`src/rtl/aperture_remap.sv`:
```
module aperture_remap #(
  parameter int ADDR_W = 32,
  parameter int CFG_AW = 5
) (
  input  logic              clk,
  input  logic              rst_n,
  input  logic              in_valid,
  input  logic [ADDR_W-1:0] in_addr,
  output logic              xl_valid,
  output logic              xl_err,
  output logic [3:0]        xl_slave,
  output logic [ADDR_W-1:0] xl_addr,
  input  logic              cfg_wr,
  input  logic [CFG_AW-1:0] cfg_addr,
  input  logic [31:0]       cfg_wdata,
  output logic [31:0]       cfg_rdata
);
  localparam int LOW_W = ADDR_W - 4;
  localparam int NWIN  = 16;

  logic [31:0] stg_sel [2];
  logic [31:0] stg_off [2];
  logic [31:0] live_sel [2];
  logic [31:0] live_off [2];

  logic [2:0] wsel;
  logic       commit;
  assign wsel   = cfg_addr[4:2];
  assign commit = cfg_wr && wsel == 3'd4 && cfg_wdata[0];

  always_ff @(posedge clk or negedge rst_n) begin
    if (!rst_n) begin
      for (int g = 0; g < 2; g++) begin
        stg_sel[g]  <= '0;
        stg_off[g]  <= '0;
        live_sel[g] <= '0;
        live_off[g] <= '0;
      end
    end else begin
      if (cfg_wr && !wsel[2]) begin
        if (wsel[1]) stg_off[wsel[0]] <= cfg_wdata;
        else         stg_sel[wsel[0]] <= cfg_wdata;
      end
      if (commit) begin
        live_sel <= stg_sel;
        live_off <= stg_off;
      end
    end
  end

  always_comb begin
    case (wsel)
      3'd0: cfg_rdata = stg_sel[0];
      3'd1: cfg_rdata = stg_sel[1];
      3'd2: cfg_rdata = stg_off[0];
      3'd3: cfg_rdata = stg_off[1];
      default: cfg_rdata = '0;
    endcase
  end

  logic [3:0] win_sel [NWIN];
  logic [3:0] win_off [NWIN];

  for (genvar w = 0; w < NWIN; w++) begin : g_win
    assign win_sel[w] = live_sel[w/8][4*(w%8) +: 4];
    assign win_off[w] = live_off[w/8][4*(w%8) +: 4];
  end

  logic [3:0] idx, hit_sel, hit_off;
  assign idx     = in_addr[ADDR_W-1 -: 4];
  assign hit_sel = win_sel[idx];
  assign hit_off = win_off[idx];

  assign xl_valid = in_valid && hit_sel != 4'd0;
  assign xl_err   = in_valid && hit_sel == 4'd0;
  assign xl_slave = xl_valid ? hit_sel : 4'd0;
  assign xl_addr  = {hit_off, in_addr[LOW_W-1:0]};

  AST_LIVE_HOLD: assert property (@(posedge clk) disable iff (!rst_n)
    !commit |=> $stable(live_sel[0]) && $stable(live_sel[1]) &&
                $stable(live_off[0]) && $stable(live_off[1]));

  AST_COMMIT_COPY: assert property (@(posedge clk) disable iff (!rst_n)
    commit |=> live_sel[0] == $past(stg_sel[0]) && live_sel[1] == $past(stg_sel[1]) &&
               live_off[0] == $past(stg_off[0]) && live_off[1] == $past(stg_off[1]));

  AST_ERR_EXCL: assert property (@(posedge clk) disable iff (!rst_n)
    $onehot0({xl_valid, xl_err}));

  AST_IDLE_QUIET: assert property (@(posedge clk) disable iff (!rst_n)
    !in_valid |-> !xl_valid && !xl_err);

  AST_COMMIT_READ0: assert property (@(posedge clk) disable iff (!rst_n)
    wsel[2] |-> cfg_rdata == 32'd0);
endmodule

```
`config.mk`:
```
export PLATFORM = sky130hd
export DESIGN_NAME = aperture_remap
export DESIGN_NICKNAME = d
export VERILOG_FILES = /design/src/rtl/aperture_remap.sv
export SDC_FILE = /design/constraint.sdc
export NUM_CORES = 1
export LEC_CHECK = 0
export BUFFER_PORTS_ARGS = -buffer_cell sky130_fd_sc_hd__buf_2
export CAP_MARGIN = 20
export CELL_PAD_IN_SITES_DETAIL_PLACEMENT = 0
export CELL_PAD_IN_SITES_GLOBAL_PLACEMENT = 1
export CORE_MARGIN = 2
export CORE_UTILIZATION = 35
export CTS_BUF_LIST = sky130_fd_sc_hd__clkbuf_8
export CTS_CLUSTER_DIAMETER = 40
export DETAILED_ROUTE_END_ITERATION = 10
export PLACE_DENSITY_LB_ADDON = 0.1
export REMOVE_ABC_BUFFERS = 1
export SYNTH_ARGS = -nofsm -noshare
export SYNTH_HDL_FRONTEND = slang
export SYNTH_SLANG_ARGS = --single-unit
```
`constraint.sdc`:
```
create_clock -name clk -period 1.38 [get_ports clk]
set_input_delay 0.069 -clock clk [delete_from_list [all_inputs] [get_ports clk]]
set_output_delay 0.069 -clock clk [all_outputs]
set_load 0.02 [all_outputs]
```
* Yosys cells after proc, flatten, opt, wreduce, memory -nomap -nowiden
Index checks and enable logic that the tools add are counted.
** Word-level totals
- Register bits :: 256
- Input port bits :: 73
- Word-level logic and storage cells :: 42
** Cells by class
- $lt $le $gt $ge :: 3
- Equal/unequal tests :: 4
- Mux-type cells :: 12
- Bitwise gates (word level) :: 3
- Reduce and logical (&&, ||, !) cells :: 12
** Operators by type and width (number)
- 64-bit bitwise mux :: 2
- 32-bit case mux with 4 select lines :: 1
- 4-bit binary-select mux with 4-bit select :: 2
- 32-bit demux with 1-bit select :: 1
- 32-bit two-way mux :: 1
- 4-bit two-way mux :: 5
- 3-bit by 2-bit == test with 1-bit output (second input constant) :: 2
- 1-bit logical AND :: 6
- 5-bit >= comparator (second input constant) :: 1
- 4-bit inverter with 5-bit output :: 1
- 4-bit zero test :: 1
- 2-bit AND reduction :: 2
- 4-bit nonzero test :: 1
- 3-bit by 1-bit == test with 1-bit output (second input constant) :: 1
- 3-bit == test (second input constant) :: 1
- 3-bit zero test :: 1
- 2-bit >= comparator (second input constant) :: 1
- 2-bit by 1-bit less-than comparator with 1-bit output (second input constant) :: 1
- 1-bit inverter with 2-bit output :: 1
- 1-bit zero test :: 1
- 1-bit inverter :: 1

* Logic depth before layout (Yosys ltp)
Gate-level depths: netlist of the first run.
- Word-level depth :: 7
- Mapped depth :: 7
- Gate-level depth less buffers :: 5

* Worst setup path after synthesis of the first run
OpenSTA, ideal clock, no wires.
- Kind :: flip-flop to output port
- Start :: register live_sel[29] in the netlist's numbering
- End :: output xl_err
- Data arrival time :: 1902 ps
- Required time :: 1311 ps
- Path slack :: -591 ps
- Cell stages (with the launch flop) :: 6
- Cells stage by stage :: dfrtp_1 mux4_2 and2_0 o21ai_0 nand2_1 nor4_1
** On the way
- Longest elaborated chain between the ends :: 5
** Ends and longest elaborated chain
- from (decl) :: line 23 : logic [31:0] live_sel [2];
- from (signal assigned) :: line 45 : live_sel <= stg_sel;
- 4-bit binary-select mux with 4-bit select :: line 71 : assign hit_sel = win_sel[idx];
- 4-bit two-way mux (implied by the code) (2 in a row) :: line 71
- 4-bit zero test :: line 75 : assign xl_err = in_valid && hit_sel == 4'd0;
- 1-bit logical AND :: line 75
- to (decl) :: line 10 : output logic xl_err,
Every way passes these cells. The select of a mux whose other input is x is not followed.

* Final worst setup path of the first run
- Start :: register live_sel[29] in the netlist's numbering
- End :: output xl_valid
** On the way
- Longest elaborated chain between the ends :: 5
** Ends and longest elaborated chain
- 4-bit binary-select mux with 4-bit select :: line 71
- 4-bit two-way mux (implied by the code) (2 in a row) :: line 71
- 4-bit nonzero test :: line 74 : assign xl_valid = in_valid && hit_sel != 4'd0;
- 1-bit logical AND :: line 74
- to (decl) :: line 9 : output logic xl_valid,
Every way passes these cells. The select of a mux whose other input is x is not followed.

==> results of run 1 <==
## repair_timing
action                                  in CTS  in global routing
hold buffers                                34                  0
pin swaps                                   33                 31
hold endpoints to repair                   384                  0
buffers inserted                            89                 11
endpoints found under the setup margin      42                 42
resized for setup                          100                 47
## logic make-up (layout without fill, tap and decap cells)
family	count (synthesis)	after routing
buffers and inverters	79	381
AND/OR/NAND/NOR	53	53
multiplexers	297	297
AO/OA/AOI/OAI	82	82
flip-flops	256	256
## sequential cells by signal (all words and copies together), names as in the netlist
| name | flops |
|---|---|
| stg_sel | 64 |
| live_off | 64 |
| live_sel | 64 |
| stg_off | 64 |
## report_power, final
group / switching (uW) / internal, uW / total (uW)
Combinational: 2270 / 3510 / 5770
Sequential: 1280 / 9560 / 10800
Clock: 3240 / 4620 / 7860
Total: 6780 / 17700 / 24500
## final cells by class
cell class,count,area (um2),share of cell area
Clock buffer,66,908,0.0582
Clock inverter,21,149,0.00954
Inverter,2,7.51,0.000481
Multi-Input combinational cell,432,4950,0.317
Sequential cell,256,6410,0.411
Tap cell,442,553,0.0355
Timing Repair Buffer,292,2630,0.168
## worst max-delay path: cells and delay by family, from the launching register on
family                 cells  cell delay, ns
muxes                      1            0.46
AOI/OAI and AO/OA          2            0.43
DFF                        1            0.37
and+or+nand+nor            2            0.28
buffers and inverters      2            0.28
## synthesized netlist by cell type (5+ instances only)
cell      number  share of area
mux2_1       161           0.16
a22oi_1       66          0.043
a221oi_1       5         0.0038
nand2_1       36          0.012
buf_4         28          0.018
mux4_2        24          0.047
dfrtp_1      256           0.56
buf_2         25          0.011
clkbuf_1      18         0.0059
mux2_2        95          0.093
mux2i_1       10         0.0087
mux4_1         7          0.016
## per-stage QoR
step,util,std cells,hold slack [ns],cell area [um2]
floorplan,-,690,-0.227,11000
global placement,0.401,1300,-0.0119,13000
CTS,0.474,1503,-0.0167,15300
detailed placement,0.401,1300,-0.00645,13000
global route,0.482,1511,0.0108,15600
finish,0.482,1511,-0.00165,15600
## final timing paths
path | to
min in group clk | xl_addr[17]
setup / recovery | xl_valid
hold / removal | stg_off[14]$_DFFE_PN0P_
hold reg to reg | live_off[37]$_DFFE_PN0P_
max in group asynchronous | live_sel[26]$_DFFE_PN0P_
setup reg to reg | live_sel[57]$_DFFE_PN0P_
## per-layer routing
| metal | routed length, um | global-route usage |
|---|---|---|
| met4 | 614 | 0.0530 |
| met2 | 16000 | 0.334 |
| met5 | 0 | 0 |
| met1 | 13900 | 0.244 |
| met3 | 1410 | 0.0409 |
==> out/metrics.yaml, run 1 <==
floorplan:
  rows: 66
  core_region_area_mm2: 0.0324
  die_y_um: 185
  dieArea_mm2: 0.0342
  start_util: 0.354
  die_w_um: 185
  io_pins: 143
cts:
  htreeDepth: 2
  cts.clk_slew.worst_paths_ns: 0.05
  clock_latency_ns: 0.56
  clockRootBuffer: "clkbuf_8"
  cts_tree: "built"
  numCtsBuffers: 52
  max-clock-path-buffers: 3
  cts_sinks: 256
logic_synthesis:
  syn_area_mm2: 0.0115
  ys_async_sr_fraction: 1.00
  synth-simple-area-share: 0.0222
  ys_warn_count: 0
  seq_area_frac_synth: 0.559
  synth_top_family_by_area: "multiplexers"
  syn_avg_cell_area_um2: 14.9
  yosys_register_bits: 256
  synthMuxAreaShare: 0.324
  synthCells: 767
  synth_compound_area_frac: 0.0535
  synth-xor-area-share: 0
  synth-main-ff-cell: "dfrtp_1"
  synth_cell_type_count: 33
  synth_edf_count: 0
  yosys.area_share.adder: 0
global_route:
  grt_pass1_vias: 8530
  antenna_found_initial: 0
  track_usage: 0.193
  grt_pass1_wl_um: 50000
  grt_max_degree: 67
  gr-total-overflow: 0
worst_setup_path:
  arrival_ns: 2.37
  slowest_delay_ns: 0.46
  worstSetupStartpointType: "flip-flop"
  slowest_stage: "mux4_2"
  required_ns: 1.31
  crit_path_max_fanout: 2
  r2r-start: "stg_sel[57]$_DFFE_PN0P_"
  crit_type: "reg -> out"
  crit_path_cell_trace: "mux4_2 -> and2_4 -> o21ai_4 -> nand2_2 -> buf_4 -> o31a_1 -> buf_6"
  r2r_cells: 3
  r2r_slack_ns: 0.31
  end_kind: "primary output"
  crit_start: "live_sel[29]$_DFFE_PN0P_"
placement:
  place_congestion: 0.772
  pre_cts_slack_ns: -0.780
  place.port_buffers: 84
  hpwl_um: 21300
detailed_routing:
  drt_iter0_drc: 246
  final_antenna_net_count: 0
  drc: 0
  vias_per_cell: 5.01
  routed_wirelength_um: 31900
  routedWlPerCell_um: 21.1
  num_vias: 7570
  dr.pass1.iters: 4
hold_path:
  hold_class: "in -> async"
sta:
  fin_crit_ns: 2.44
  rsz0062_at_grt: "yes"
  slew_headroom: 0.705
  holdWs_ns: -0.00165
  fin_crit_sh: 1.77
  worst_pin_slew_ns: 0.441
  tns_ns: -9.61
  fmax_mhz: 410
  finalSetupViolCount: 41
  report.final.slew_viol_count: 0
  hold_viol_final: 1
  setup_slack_ns: -1.06
  clock_skew_ns: 0.0106
cells_and_area:
  fillers: 2926
  final_nets: 1109
  drive_gt1_frac: 0.502
  n_antenna_cell: 0
  areaGrowthSynthToFinish_pct: 36.1
  layout_common_cells: "256 x dfrtp_1, 161 x mux2_1, 143 x buf_4, 95 x mux2_2, 66 x clkbuf_8"
  final_common_cell: "dfrtp_1"
run_status:
  failed_checks: "negative hold slack, negative setup slack"
  status: "complete, but fails checks"
job:
  drv_cap: 0
pwr:
  p_leak_uw: 0.00708
  ir_worst_vdd_uv: 790
  total_power_uw: 24500
  powerDensity_mw_per_mm2: 1570
No activity file was read; power rests on OpenSTA's default activity.
==> run 2, diff against run 1 <==
- CORE_ASPECT_RATIO: not set -> 1.75
- RECOVER_POWER: not set -> 25
==> run 2 against run 1 <==
Net effect:
- the run ends with negative setup slack left
- total power shrank 5.5%
- first-iteration DRC count increased by 14%
- global-route usage about the same
- sequential cell count stayed put
- sequential share of layout area up 0.99 points
- critical path depth is the same
- combinational power up 2%
- non-clock buffer count is 24 higher
- via count decreased by 0.34%
- worst setup slack lost 0.013 ns
- critical path type unchanged
- final cell count is 2.3% lower
==> out/metrics.yaml, run 2 (synthesis gave the netlist of run 1 again) <==
run_status:
  status: "complete, but fails checks"
  failed_checks: "negative setup slack"
floorplan:
  core_region_area_mm2: 0.0322
  dieArea_mm2: 0.0343
  die_w_um: 141
  io_pins: 143
  start_util: 0.356
  die_y_um: 243
  rows: 87
pwr:
  ir_worst_vdd_uv: 818
  powerDensity_mw_per_mm2: 1520
  p_leak_uw: 0.00700
sta:
  finalSetupViolCount: 250
  worst_pin_slew_ns: 0.761
  clock_skew_ns: 0.0136
  fmax_mhz: 408
  report.final.slew_viol_count: 0
  holdWs_ns: 0.138
  setup_slack_ns: -1.07
  fin_crit_ns: 2.45
  fin_crit_sh: 1.77
  slew_headroom: 0.493
  hold_viol_final: 0
  tns_ns: -23.19
  rsz0062_at_grt: "yes"
global_route:
  antenna_found_initial: 0
  grt_pass1_wl_um: 50300
  grt_pass1_vias: 8389
  gr-total-overflow: 0
  grt_max_degree: 68
  track_usage: 0.193
worst_setup_path:
  r2r_slack_ns: 0.32
  worstSetupStartpointType: "flip-flop"
  crit_type: "reg -> out"
  slowest_delay_ns: 0.47
  end_kind: "primary output"
  crit_path_max_fanout: 2
  crit_start: "live_sel[30]$_DFFE_PN0P_"
  arrival_ns: 2.38
  slowest_stage: "mux4_2"
  r2r-start: "stg_off[6]$_DFFE_PN0P_"
  required_ns: 1.31
  crit_path_cell_trace: "mux4_2 -> and2_4 -> o21ai_4 -> nand2_2 -> buf_4 -> o31a_1 -> buf_6"
  r2r-end: "live_off[6]$_DFFE_PN0P_"
  r2r_cells: 3
job:
  drv_cap: 0
cts:
  cts.clk_slew.worst_paths_ns: 0.06
  clock_latency_ns: 0.57
  max-clock-path-buffers: 3
  clockRootBuffer: "clkbuf_8"
  numCtsBuffers: 40
  htreeDepth: 2
  cts_tree: "built"
  cts_sinks: 256
cells_and_area:
  final_nets: 1121
  final_common_cell: "dfrtp_1"
  areaGrowthSynthToFinish_pct: 33.0
  n_antenna_cell: 0
  drive_gt1_frac: 0.493
  stdcell_area_mm2: 0.0152
  final_cells: 1477
  layout_common_cells: "255 x dfrtp_1, 161 x mux2_1, 155 x buf_4, 95 x mux2_2, 59 x buf_2"
placement:
  place.port_buffers: 84
  dp_cells: 1266
  place_congestion: 0.764
  hpwl_um: 22400
  placed_cell_area_mm2: 0.0130
hold_path:
  hp-start: "in_addr[11]"
  holdPathStages: 0
  whs_endpoint: "xl_addr[11]"
  hold_class: "in -> out"
detailed_routing:
  routedWlPerCell_um: 21.9
  final_antenna_net_count: 0
  vias_per_cell: 5.11
  drc: 0
  num_vias: 7544
  drt_iter0_drc: 281
  routed_wirelength_um: 32300
  dr.pass1.iters: 4
[run 2: changes by cell type in the layout (fill, tap and decap cells not counted), sizes merged]
cell | previous run | this run
bufinv | 2 | 1
inv | 14 | 17
clkinv | 3 | 4
clkbuf | 66 | 76
buf | 258 | 255
clkinvlp | 4 | 2
[run 2: layout make-up]
type	count	area [um2]
Fill cell	2925	17000
Sequential cell	256	6410
Multi-Input combinational cell	432	4910
Timing Repair Buffer	316	2610
Clock buffer	49	674
Tap cell	400	500
Clock inverter	22	125
Inverter	2	7.51
[run 2: timing repair]
item                                    in CTS  in global routing
hold endpoints to repair                   384                 15
resized for setup                           95                 25
gates cloned                                 0                  0
buffers inserted                            89                 17
endpoints found under the setup margin      42                 57
pin swaps                                   29                 17
hold buffers                                34                  1
[run 2: per-stage QoR]
| stage | total power [uW] | utilization | setup slack [ns] |
|---|---|---|---|
| 2_1_floorplan | 13200 | - | -2.48 |
| 3_3_place_gp | 15200 | 0.402 | -0.695 |
| 3_5_place_dp | 15400 | 0.402 | -0.691 |
| 4_1_cts | 23300 | 0.469 | -1.10 |
| 5_1_grt | 24500 | 0.473 | -1.18 |
| 6_report | 23100 | 0.473 | -1.07 |
[run 2: where the power goes]
group          total (uW)  leakage, uW  internal [uW]  switching [uW]
logic                5860      0.00339           3550            2300
clock network        6420     0.000463           3400            3010
registers           10800      0.00315           9550            1290
[run 2: worst max-delay path by stage]
stage               slack [ns]                 endpoint  depth (start not counted)
global placement         -0.69                 xl_valid                          9
detailed placement       -0.69                 xl_valid                          8
global route             -1.18                   xl_err                          7
CTS                      -1.10                 xl_valid                          6
finish                   -1.07                 xl_valid                          7
floorplan                -2.48  live_off[0]$_DFFE_PN0P_                          3
[run 2: routing by layer]
metal	GRT usage	vias up	wire length, um
met4	0.0541	0	650
met3	0.0393	44	1310
met1	0.230	3951	12900
met5	0	-	0
met2	0.349	151	17400
li1	-	3398	-
[run 2: critical path, delay by kind of cell (launching register included)]
family | cells | cell delay [ns]
buf+inv | 2 | 0.29
flops | 1 | 0.38
compound gates | 2 | 0.42
mux | 1 | 0.47
simple gates | 2 | 0.26
